### src/rtl/vdec_pkg.sv
// Package vdec_pkg
// Shared constants for the variable-length decoder: class codes, the
// "no register" specifier and the sizes of words and windows.
package vdec_pkg;
    localparam int WORD_W     = 32;
    localparam int WORD_BYTES = WORD_W / 8;
    localparam int WIN_BYTES  = 6;
    localparam int WIN_W      = WIN_BYTES * 8;
    localparam int LEN_W      = $clog2(WIN_BYTES + 1);
    localparam int NIB_W      = 4;

    localparam logic [NIB_W-1:0] NO_REG = 4'h8;

    localparam logic [NIB_W-1:0] C_NOP   = 4'h0;
    localparam logic [NIB_W-1:0] C_HALT  = 4'h1;
    localparam logic [NIB_W-1:0] C_RRMOV = 4'h2;
    localparam logic [NIB_W-1:0] C_IRMOV = 4'h3;
    localparam logic [NIB_W-1:0] C_RMMOV = 4'h4;
    localparam logic [NIB_W-1:0] C_MRMOV = 4'h5;
    localparam logic [NIB_W-1:0] C_ALU   = 4'h6;
    localparam logic [NIB_W-1:0] C_JUMP  = 4'h7;
    localparam logic [NIB_W-1:0] C_CALL  = 4'h8;
    localparam logic [NIB_W-1:0] C_RET   = 4'h9;
    localparam logic [NIB_W-1:0] C_PUSH  = 4'hA;
    localparam logic [NIB_W-1:0] C_POP   = 4'hB;

    localparam logic [NIB_W-1:0] ALU_MAX_FUN  = 4'h3;
    localparam logic [NIB_W-1:0] JUMP_MAX_FUN = 4'h6;
endpackage

### src/rtl/vdec_len.sv
// Module vdec_len
// Maps the class nibble to an instruction length in bytes.
// Assumes unknown classes occupy one byte so that fetch can skip them.
module vdec_len
    import vdec_pkg::*;
(
    input  logic [NIB_W-1:0] icode,
    output logic [LEN_W-1:0] len
);
    // Length table indexed by class alone.
    always_comb begin
        case (icode)
            C_RRMOV, C_ALU, C_PUSH, C_POP: len = LEN_W'(2);
            C_JUMP, C_CALL:                len = LEN_W'(1 + WORD_BYTES);
            C_IRMOV, C_RMMOV, C_MRMOV:     len = LEN_W'(2 + WORD_BYTES);
            default:                       len = LEN_W'(1);
        endcase
    end
endmodule

### src/rtl/vdec_fields.sv
// Module vdec_fields
// Splits the window into class, function, register and constant fields
// and judges whether the encoding is legal. Purely combinational.
// Assumes byte k of the window sits at bits 8k+7:8k.
module vdec_fields
    import vdec_pkg::*;
(
    input  logic [WIN_W-1:0] win,
    output logic [NIB_W-1:0] icode,
    output logic [NIB_W-1:0] ifun,
    output logic [NIB_W-1:0] ra,
    output logic [NIB_W-1:0] rb,
    output logic [WORD_W-1:0] valc,
    output logic             bad
);
    logic [7:0]        byte_q [WIN_BYTES];
    logic [WORD_W-1:0] const_at1;
    logic [WORD_W-1:0] const_at2;
    logic              has_regs;
    logic              fun_bad;
    logic              slot_bad;

    genvar gi;
    generate
        for (gi = 0; gi < WIN_BYTES; gi++) begin : g_bytes
            assign byte_q[gi] = win[8*gi +: 8];
        end
        for (gi = 0; gi < WORD_BYTES; gi++) begin : g_const
            assign const_at1[8*gi +: 8] = byte_q[1 + gi];
            assign const_at2[8*gi +: 8] = byte_q[2 + gi];
        end
    endgenerate

    assign icode = byte_q[0][7:4];
    assign ifun  = byte_q[0][3:0];

    // Classes that carry a register byte.
    always_comb begin
        case (icode)
            C_RRMOV, C_IRMOV, C_RMMOV, C_MRMOV,
            C_ALU, C_PUSH, C_POP: has_regs = 1'b1;
            default:              has_regs = 1'b0;
        endcase
    end

    // Register specifiers, or "no register" when the byte is absent.
    always_comb begin
        ra = has_regs ? byte_q[1][7:4] : NO_REG;
        rb = has_regs ? byte_q[1][3:0] : NO_REG;
    end

    // Constant selection by class.
    always_comb begin
        case (icode)
            C_IRMOV, C_RMMOV, C_MRMOV: valc = const_at2;
            C_JUMP, C_CALL:            valc = const_at1;
            default:                   valc = '0;
        endcase
    end

    // Function range and unknown-class check.
    always_comb begin
        case (icode)
            C_ALU:  fun_bad = (ifun > ALU_MAX_FUN);
            C_JUMP: fun_bad = (ifun > JUMP_MAX_FUN);
            C_NOP, C_HALT, C_RRMOV, C_IRMOV, C_RMMOV, C_MRMOV,
            C_CALL, C_RET, C_PUSH, C_POP: fun_bad = (ifun != '0);
            default: fun_bad = 1'b1;
        endcase
    end

    // Required no-register slots.
    always_comb begin
        case (icode)
            C_IRMOV:      slot_bad = (byte_q[1][7:4] != NO_REG);
            C_PUSH, C_POP: slot_bad = (byte_q[1][3:0] != NO_REG);
            default:      slot_bad = 1'b0;
        endcase
    end

    assign bad = fun_bad | slot_bad;
endmodule

### src/rtl/vdec_cond.sv
// Module vdec_cond
// Evaluates a jump condition from the function nibble and the flags.
// Assumes the caller gates the result with class and validity.
module vdec_cond
    import vdec_pkg::*;
(
    input  logic [NIB_W-1:0] ifun,
    input  logic             of_f,
    input  logic             zf_f,
    input  logic             sf_f,
    output logic             hold
);
    logic lt;
    assign lt = sf_f ^ of_f;

    // Condition table per function value.
    always_comb begin
        case (ifun)
            4'd0:    hold = 1'b1;
            4'd1:    hold = lt | zf_f;
            4'd2:    hold = lt;
            4'd3:    hold = zf_f;
            4'd4:    hold = ~zf_f;
            4'd5:    hold = ~lt;
            4'd6:    hold = ~lt & ~zf_f;
            default: hold = 1'b0;
        endcase
    end
endmodule

### src/rtl/vlen_decoder.sv
// Module vlen_decoder
// Top of the decoder: combines length, field and condition logic and
// captures every result in one register stage (one-cycle latency).
// Assumes the window always holds six bytes starting at pc_i.
module vlen_decoder
    import vdec_pkg::*;
(
    input  logic              clk,
    input  logic              rst_n,
    input  logic [WORD_W-1:0] pc_i,
    input  logic [WIN_W-1:0]  win_i,
    input  logic              of_i,
    input  logic              zf_i,
    input  logic              sf_i,
    output logic [NIB_W-1:0]  icode_o,
    output logic [NIB_W-1:0]  ifun_o,
    output logic [NIB_W-1:0]  ra_o,
    output logic [NIB_W-1:0]  rb_o,
    output logic [WORD_W-1:0] valc_o,
    output logic [LEN_W-1:0]  len_o,
    output logic [WORD_W-1:0] pc_next_o,
    output logic              invalid_o,
    output logic              take_o
);
    logic [NIB_W-1:0]  d_icode, d_ifun, d_ra, d_rb;
    logic [WORD_W-1:0] d_valc, d_pc_next;
    logic [LEN_W-1:0]  d_len;
    logic              d_bad, d_hold, d_take;
    logic              live_q;

    vdec_fields u_fields (
        .win   (win_i),
        .icode (d_icode),
        .ifun  (d_ifun),
        .ra    (d_ra),
        .rb    (d_rb),
        .valc  (d_valc),
        .bad   (d_bad)
    );

    vdec_len u_len (
        .icode (d_icode),
        .len   (d_len)
    );

    vdec_cond u_cond (
        .ifun (d_ifun),
        .of_f (of_i),
        .zf_f (zf_i),
        .sf_f (sf_i),
        .hold (d_hold)
    );

    // Successor address and gated jump decision.
    always_comb begin
        d_pc_next = pc_i + WORD_W'(d_len);
        d_take    = (d_icode == C_JUMP) & ~d_bad & d_hold;
    end

    // Output register stage with synchronous reset.
    always_ff @(posedge clk) begin
        if (!rst_n) begin
            icode_o   <= '0;
            ifun_o    <= '0;
            ra_o      <= '0;
            rb_o      <= '0;
            valc_o    <= '0;
            len_o     <= '0;
            pc_next_o <= '0;
            invalid_o <= 1'b0;
            take_o    <= 1'b0;
        end else begin
            icode_o   <= d_icode;
            ifun_o    <= d_ifun;
            ra_o      <= d_ra;
            rb_o      <= d_rb;
            valc_o    <= d_valc;
            len_o     <= d_len;
            pc_next_o <= d_pc_next;
            invalid_o <= d_bad;
            take_o    <= d_take;
        end
    end

    // Marks that the output stage holds a decoded instruction.
    always_ff @(posedge clk) begin
        if (!rst_n) live_q <= 1'b0;
        else        live_q <= 1'b1;
    end

    assert_len_legal_R3: assert property (@(posedge clk) disable iff (!rst_n)
        live_q |-> (len_o == 3'd1 || len_o == 3'd2 || len_o == 3'd5 || len_o == 3'd6));

    assert_pc_step_R4: assert property (@(posedge clk) disable iff (!rst_n)
        live_q |-> (pc_next_o == $past(pc_i) + WORD_W'(len_o)));

    assert_take_only_jump_R10: assert property (@(posedge clk) disable iff (!rst_n)
        take_o |-> (icode_o == C_JUMP && !invalid_o));

    assert_no_reg_byte_R5: assert property (@(posedge clk) disable iff (!rst_n)
        (live_q && (icode_o == C_NOP || icode_o == C_HALT || icode_o == C_JUMP ||
                    icode_o == C_CALL || icode_o == C_RET))
        |-> (ra_o == NO_REG && rb_o == NO_REG));

    assert_no_const_R6: assert property (@(posedge clk) disable iff (!rst_n)
        (icode_o == C_RRMOV || icode_o == C_ALU || icode_o == C_PUSH ||
         icode_o == C_POP || icode_o == C_RET || icode_o == C_HALT)
        |-> (valc_o == '0));

    assert_unknown_flag_R8: assert property (@(posedge clk) disable iff (!rst_n)
        (icode_o >= 4'hC) |-> invalid_o);
endmodule

### config.mk
export PLATFORM = sky130hd
export DESIGN_NAME = vlen_decoder
export DESIGN_NICKNAME = d
export VERILOG_FILES = /design/src/rtl/vdec_pkg.sv /design/src/rtl/vdec_len.sv /design/src/rtl/vdec_fields.sv /design/src/rtl/vdec_cond.sv /design/src/rtl/vlen_decoder.sv
export SDC_FILE = /design/constraint.sdc
export NUM_CORES = 1
export LEC_CHECK = 0
export ABC_AREA = 1
export BUFFER_PORTS_ARGS = -buffer_cell sky130_fd_sc_hd__buf_2
export CORE_ASPECT_RATIO = 0.75
export CORE_UTILIZATION = 54
export CTS_BUF_LIST = sky130_fd_sc_hd__clkbuf_2 sky130_fd_sc_hd__clkbuf_4 sky130_fd_sc_hd__clkbuf_8
export CTS_CLUSTER_DIAMETER = 120
export DETAILED_ROUTE_END_ITERATION = 8
export PLACE_DENSITY = 0.86
export SLEW_MARGIN = 20
export SYNTH_ARGS = -nofsm -noshare
export SYNTH_HDL_FRONTEND = slang
export SYNTH_HIERARCHICAL = 1
export SYNTH_SLANG_ARGS = --single-unit
### constraint.sdc
create_clock -name clk -period 3.5 [get_ports clk]
set_input_delay 0.175 -clock clk [delete_from_list [all_inputs] [get_ports clk]]
set_output_delay 0.175 -clock clk [all_outputs]
set_load 0.02 [all_outputs]
==> impl_metrics.prom <==
# TYPE chip_impl_metric gauge
chip_impl_metric{name="setup_viol",unit=""} 0
chip_impl_metric{name="die_w",unit="um"} 103
chip_impl_metric{name="arrival_time_worst_endpoint",unit="ns"} 2.20
chip_impl_metric{name="drt-initial-drc-count",unit=""} 274
chip_impl_metric{name="maximum_number_of_pins_on_one_net_before_global_route_repair",unit=""} 42
chip_impl_info{name="cts.root.buffer_cell",value="sky130_fd_sc_hd__clkbuf_8"} 1
chip_impl_metric{name="final_layout_worst_hold_slack",unit="ns"} 0.0646
chip_impl_info{name="timing_worst_setup_path_type",value="input port to flop"} 1
chip_impl_metric{name="timing_hold_violations_final",unit=""} 0
chip_impl_metric{name="worst_ir_drop_vdd",unit="uV"} 261
chip_impl_metric{name="gpl.final_weighted_congestion",unit=""} 0.977
chip_impl_metric{name="mappedNetlistArea",unit="um2"} 4120
chip_impl_metric{name="syn_nets",unit=""} 734
chip_impl_metric{name="core_region_area",unit="um2"} 7360
chip_impl_metric{name="multi_input_area",unit="um2"} 1870
chip_impl_metric{name="period_share",unit="%"} 55.0
chip_impl_metric{name="drt_pass1_iterations",unit=""} 6
chip_impl_metric{name="detail_route.wirelength",unit="um"} 10900
chip_impl_metric{name="ctsHoldBuffers",unit=""} 0
chip_impl_metric{name="floorplan.die_area",unit="um2"} 7990
chip_impl_metric{name="clock_tree.buffer_depth",unit=""} 2
chip_impl_metric{name="worstMarginPinSlew",unit="ns"} 0.774
chip_impl_metric{name="synthDistinctLibCells",unit=""} 32
chip_impl_metric{name="sequential_cell_area_fraction_in_the_yosys_report",unit="%"} 41.3
chip_impl_metric{name="dp_hpwl",unit="um"} 8610
chip_impl_info{name="end_kind",value="flop"} 1
chip_impl_metric{name="top_level_ports",unit=""} 170
chip_impl_info{name="post_synth_most_frequent_cells",value="sky130_fd_sc_hd__nand2_1 (277), sky130_fd_sc_hd__inv_1 (98), sky130_fd_sc_hd__nor2_1 (86), sky130_fd_sc_hd__dfxtp_1 (85), sky130_fd_sc_hd__a21oi_1 (19)"} 1
chip_impl_metric{name="period_needed",unit="ns"} 1.93
chip_impl_metric{name="finish.instance_area",unit="um2"} 5140
chip_impl_info{name="grt.busiest_layer",value="met2"} 1
chip_impl_metric{name="row_count",unit=""} 27
chip_impl_metric{name="asyncSetResetFlopFracSynth",unit="%"} 0
chip_impl_metric{name="ant_nets",unit=""} 0
chip_impl_metric{name="fin_util",unit="%"} 69.8
chip_impl_metric{name="global_route.usage.met2",unit="%"} 46.1
chip_impl_info{name="min_path_type",value="input port to flop"} 1
chip_impl_metric{name="final_layout_size_suffix_gt1_share",unit="%"} 25.0
chip_impl_metric{name="grt_util_all_layers",unit="%"} 28.1
chip_impl_metric{name="final-seq-area",unit="um2"} 1700
chip_impl_metric{name="crit_fanout",unit=""} 11
chip_impl_metric{name="grt_pass1_vias",unit=""} 3966
chip_impl_metric{name="grt_pass1_wl",unit="um"} 17400
chip_impl_info{name="setup_repair_after_global_routing_missed_its_margin",value="false"} 1
chip_impl_metric{name="postCtsResizedCells",unit=""} 0
chip_impl_metric{name="worst-path-buf-inv",unit=""} 3
chip_impl_info{name="synth_top_cell_by_area",value="sky130_fd_sc_hd__dfxtp_1"} 1
chip_impl_info{name="cpMaxStageDelayCell",value="sky130_fd_sc_hd__fa_1"} 1
chip_impl_metric{name="postSynthCellCount",unit=""} 645
chip_impl_metric{name="cts.htree.levels",unit=""} 3
chip_impl_metric{name="syn-mean-instance-area",unit="um2"} 6.39
chip_impl_metric{name="die_h",unit="um"} 77.7
chip_impl_info{name="synth-main-ff-cell",value="sky130_fd_sc_hd__dfxtp_1"} 1
chip_impl_metric{name="initial_utilization",unit="%"} 56.0
chip_impl_metric{name="leakage",unit="nW"} 3.18
chip_impl_info{name="timing.critical_path.mode_cell",value="sky130_fd_sc_hd__nand2_1"} 1
chip_impl_metric{name="clk_transition_reported_paths",unit="ns"} 0.07
chip_impl_metric{name="synthesis.yosys.warnings",unit=""} 6
chip_impl_metric{name="drc_errors",unit=""} 0
chip_impl_metric{name="final_cells",unit=""} 908
chip_impl_info{name="run_status",value="completed"} 1
chip_impl_metric{name="routedWlPerCell",unit="um"} 12.0
chip_impl_info{name="post-synth-top-count-cell",value="sky130_fd_sc_hd__nand2_1"} 1
chip_impl_metric{name="global_route.usage.met1",unit="%"} 35.2
chip_impl_metric{name="overflow",unit=""} 0
chip_impl_metric{name="antennaDiodeCount",unit=""} 0
chip_impl_info{name="min_from",value="pc_i[10]"} 1
chip_impl_info{name="worstPathCellList",value="buf_2 > inv_1 > nand2_1 > nand2_1 > ha_1 > fa_1 > nand2_1 > nand2_1 > nand3_1 > inv_1 > nand2_1 > nor2_1 > nand2_1 > nand2_1 > nor2_1"} 1
chip_impl_metric{name="fillers",unit=""} 670
chip_impl_metric{name="numPlacedInstances",unit=""} 893
chip_impl_metric{name="grt_antenna_before_repair",unit=""} 0
chip_impl_metric{name="highest_clock_rate",unit="MHz"} 519
chip_impl_metric{name="timing_max_transition_violations_final",unit=""} 0
chip_impl_metric{name="synthDominantCellAreaShare",unit="%"} 41.3
chip_impl_metric{name="worst_ep_required_time",unit="ns"} 3.78
chip_impl_info{name="worst_path_dominant_cell_family",value="simple AND/OR/NAND/NOR gates"} 1
chip_impl_metric{name="global_route.usage.met3",unit="%"} 8.38
chip_impl_metric{name="slew_headroom",unit="%"} 48.2
chip_impl_metric{name="tritoncts.num_buffers",unit=""} 9
chip_impl_metric{name="port_buffers",unit=""} 169
chip_impl_metric{name="clock_sink_count",unit=""} 85
chip_impl_metric{name="cp_slowest_stage_delay",unit="ns"} 0.39
chip_impl_metric{name="num-nets-final",unit=""} 892
chip_impl_metric{name="post_cts.repair.setup_buffers",unit=""} 0
chip_impl_metric{name="fin_tns_setup",unit="ns"} 0
chip_impl_metric{name="synth-seq-cells",unit=""} 85
chip_impl_info{name="cell_types_occupying_the_most_area_after_synthesis",value="sky130_fd_sc_hd__dfxtp_1 (41%), sky130_fd_sc_hd__nand2_1 (25%), sky130_fd_sc_hd__inv_1 (8.9%)"} 1
chip_impl_metric{name="synthToLayoutAreaGrowth",unit="%"} 24.7
chip_impl_info{name="tritoncts",value="done"} 1
chip_impl_metric{name="placed_area",unit="um2"} 4930
chip_impl_metric{name="via_count",unit=""} 4367
chip_impl_info{name="crit_path_start",value="win_i[5]"} 1
chip_impl_metric{name="power_density",unit="nW/um2"} 419
chip_impl_info{name="cp-start-kind",value="input port"} 1
chip_impl_metric{name="viasPerCell",unit=""} 4.81
chip_impl_metric{name="drv.max_cap_violation_count",unit=""} 0
chip_impl_metric{name="synth-edff-count",unit=""} 0
-- through the flow --
step           setup slack (ns)  power, mW
3_3_place_gp               1.47       1.42
4_1_cts                    1.65       2.17
2_1_floorplan              1.70       1.29
3_5_place_dp               1.35       1.43
6_report                   1.57       2.15
5_1_grt                    1.46       2.25
-- power breakdown --
group	leakage [nW]	internal [mW]	total, mW	switching [mW]
logic	2.36	0.129	0.379	0.250
registers	0.702	1.02	1.03	0.0138
clock network	0.110	0.415	0.743	0.328
total	3.18	1.56	2.15	0.592
-- flip-flops by register name, indices dropped and copies added, names as in the netlist --
name / flops
ifun_o: 4
icode_o: 4
ra_o: 4
len_o: 3
valc_o: 32
take_o: 1
invalid_o: 1
pc_next_o: 32
rb_o: 4
-- cell usage in the layout, fill, tap and decap left out, types with 2 or more instances in the layout --
master,count
sky130_fd_sc_hd__bufinv_16,2
sky130_fd_sc_hd__buf_2,169
sky130_fd_sc_hd__inv_1,98
sky130_fd_sc_hd__a21oi_1,19
sky130_fd_sc_hd__ha_1,3
sky130_fd_sc_hd__clkbuf_4,2
sky130_fd_sc_hd__nand3_1,12
sky130_fd_sc_hd__clkbuf_8,9
sky130_fd_sc_hd__inv_2,2
sky130_fd_sc_hd__nand3b_1,7
sky130_fd_sc_hd__o21ai_4,2
sky130_fd_sc_hd__nor2_1,86
sky130_fd_sc_hd__nor2_2,6
sky130_fd_sc_hd__o21ai_0,9
sky130_fd_sc_hd__dfxtp_1,85
sky130_fd_sc_hd__xnor2_1,2
sky130_fd_sc_hd__nand2_1,277
sky130_fd_sc_hd__or2_2,2
-- cell families after synthesis --
kind of cell	after synthesis	synth area share, %
DFF	85	41.3
xor gates and xnor gates	3	0.637
and+or+nand+nor	395	38.2
adders and majority gates	4	1.40
AOI/OAI and AO/OA	35	5.19
buffers and inverters	123	13.3
-- final timing paths --
check,cells after the start,to
min,2,pc_next_o[10]
max,15,pc_next_o[18]
-- layer usage --
layer / up-vias / wire (um)
met1: 1921 / 4580
met4: 0 / 161
met5: - / 0
met3: 22 / 1100
li1: 2206 / -
met2: 218 / 5090
-- cell type report --
class / instances / area share, %
clock buffer: 11 / 2.70
clock inverter: 4 / 1.44
inverter: 100 / 7.30
multi-input combinational: 437 / 36.4
sequential: 85 / 33.1
tap: 101 / 2.46
timing repair buffer: 170 / 16.6
Power figures use the tool's default switching activity.
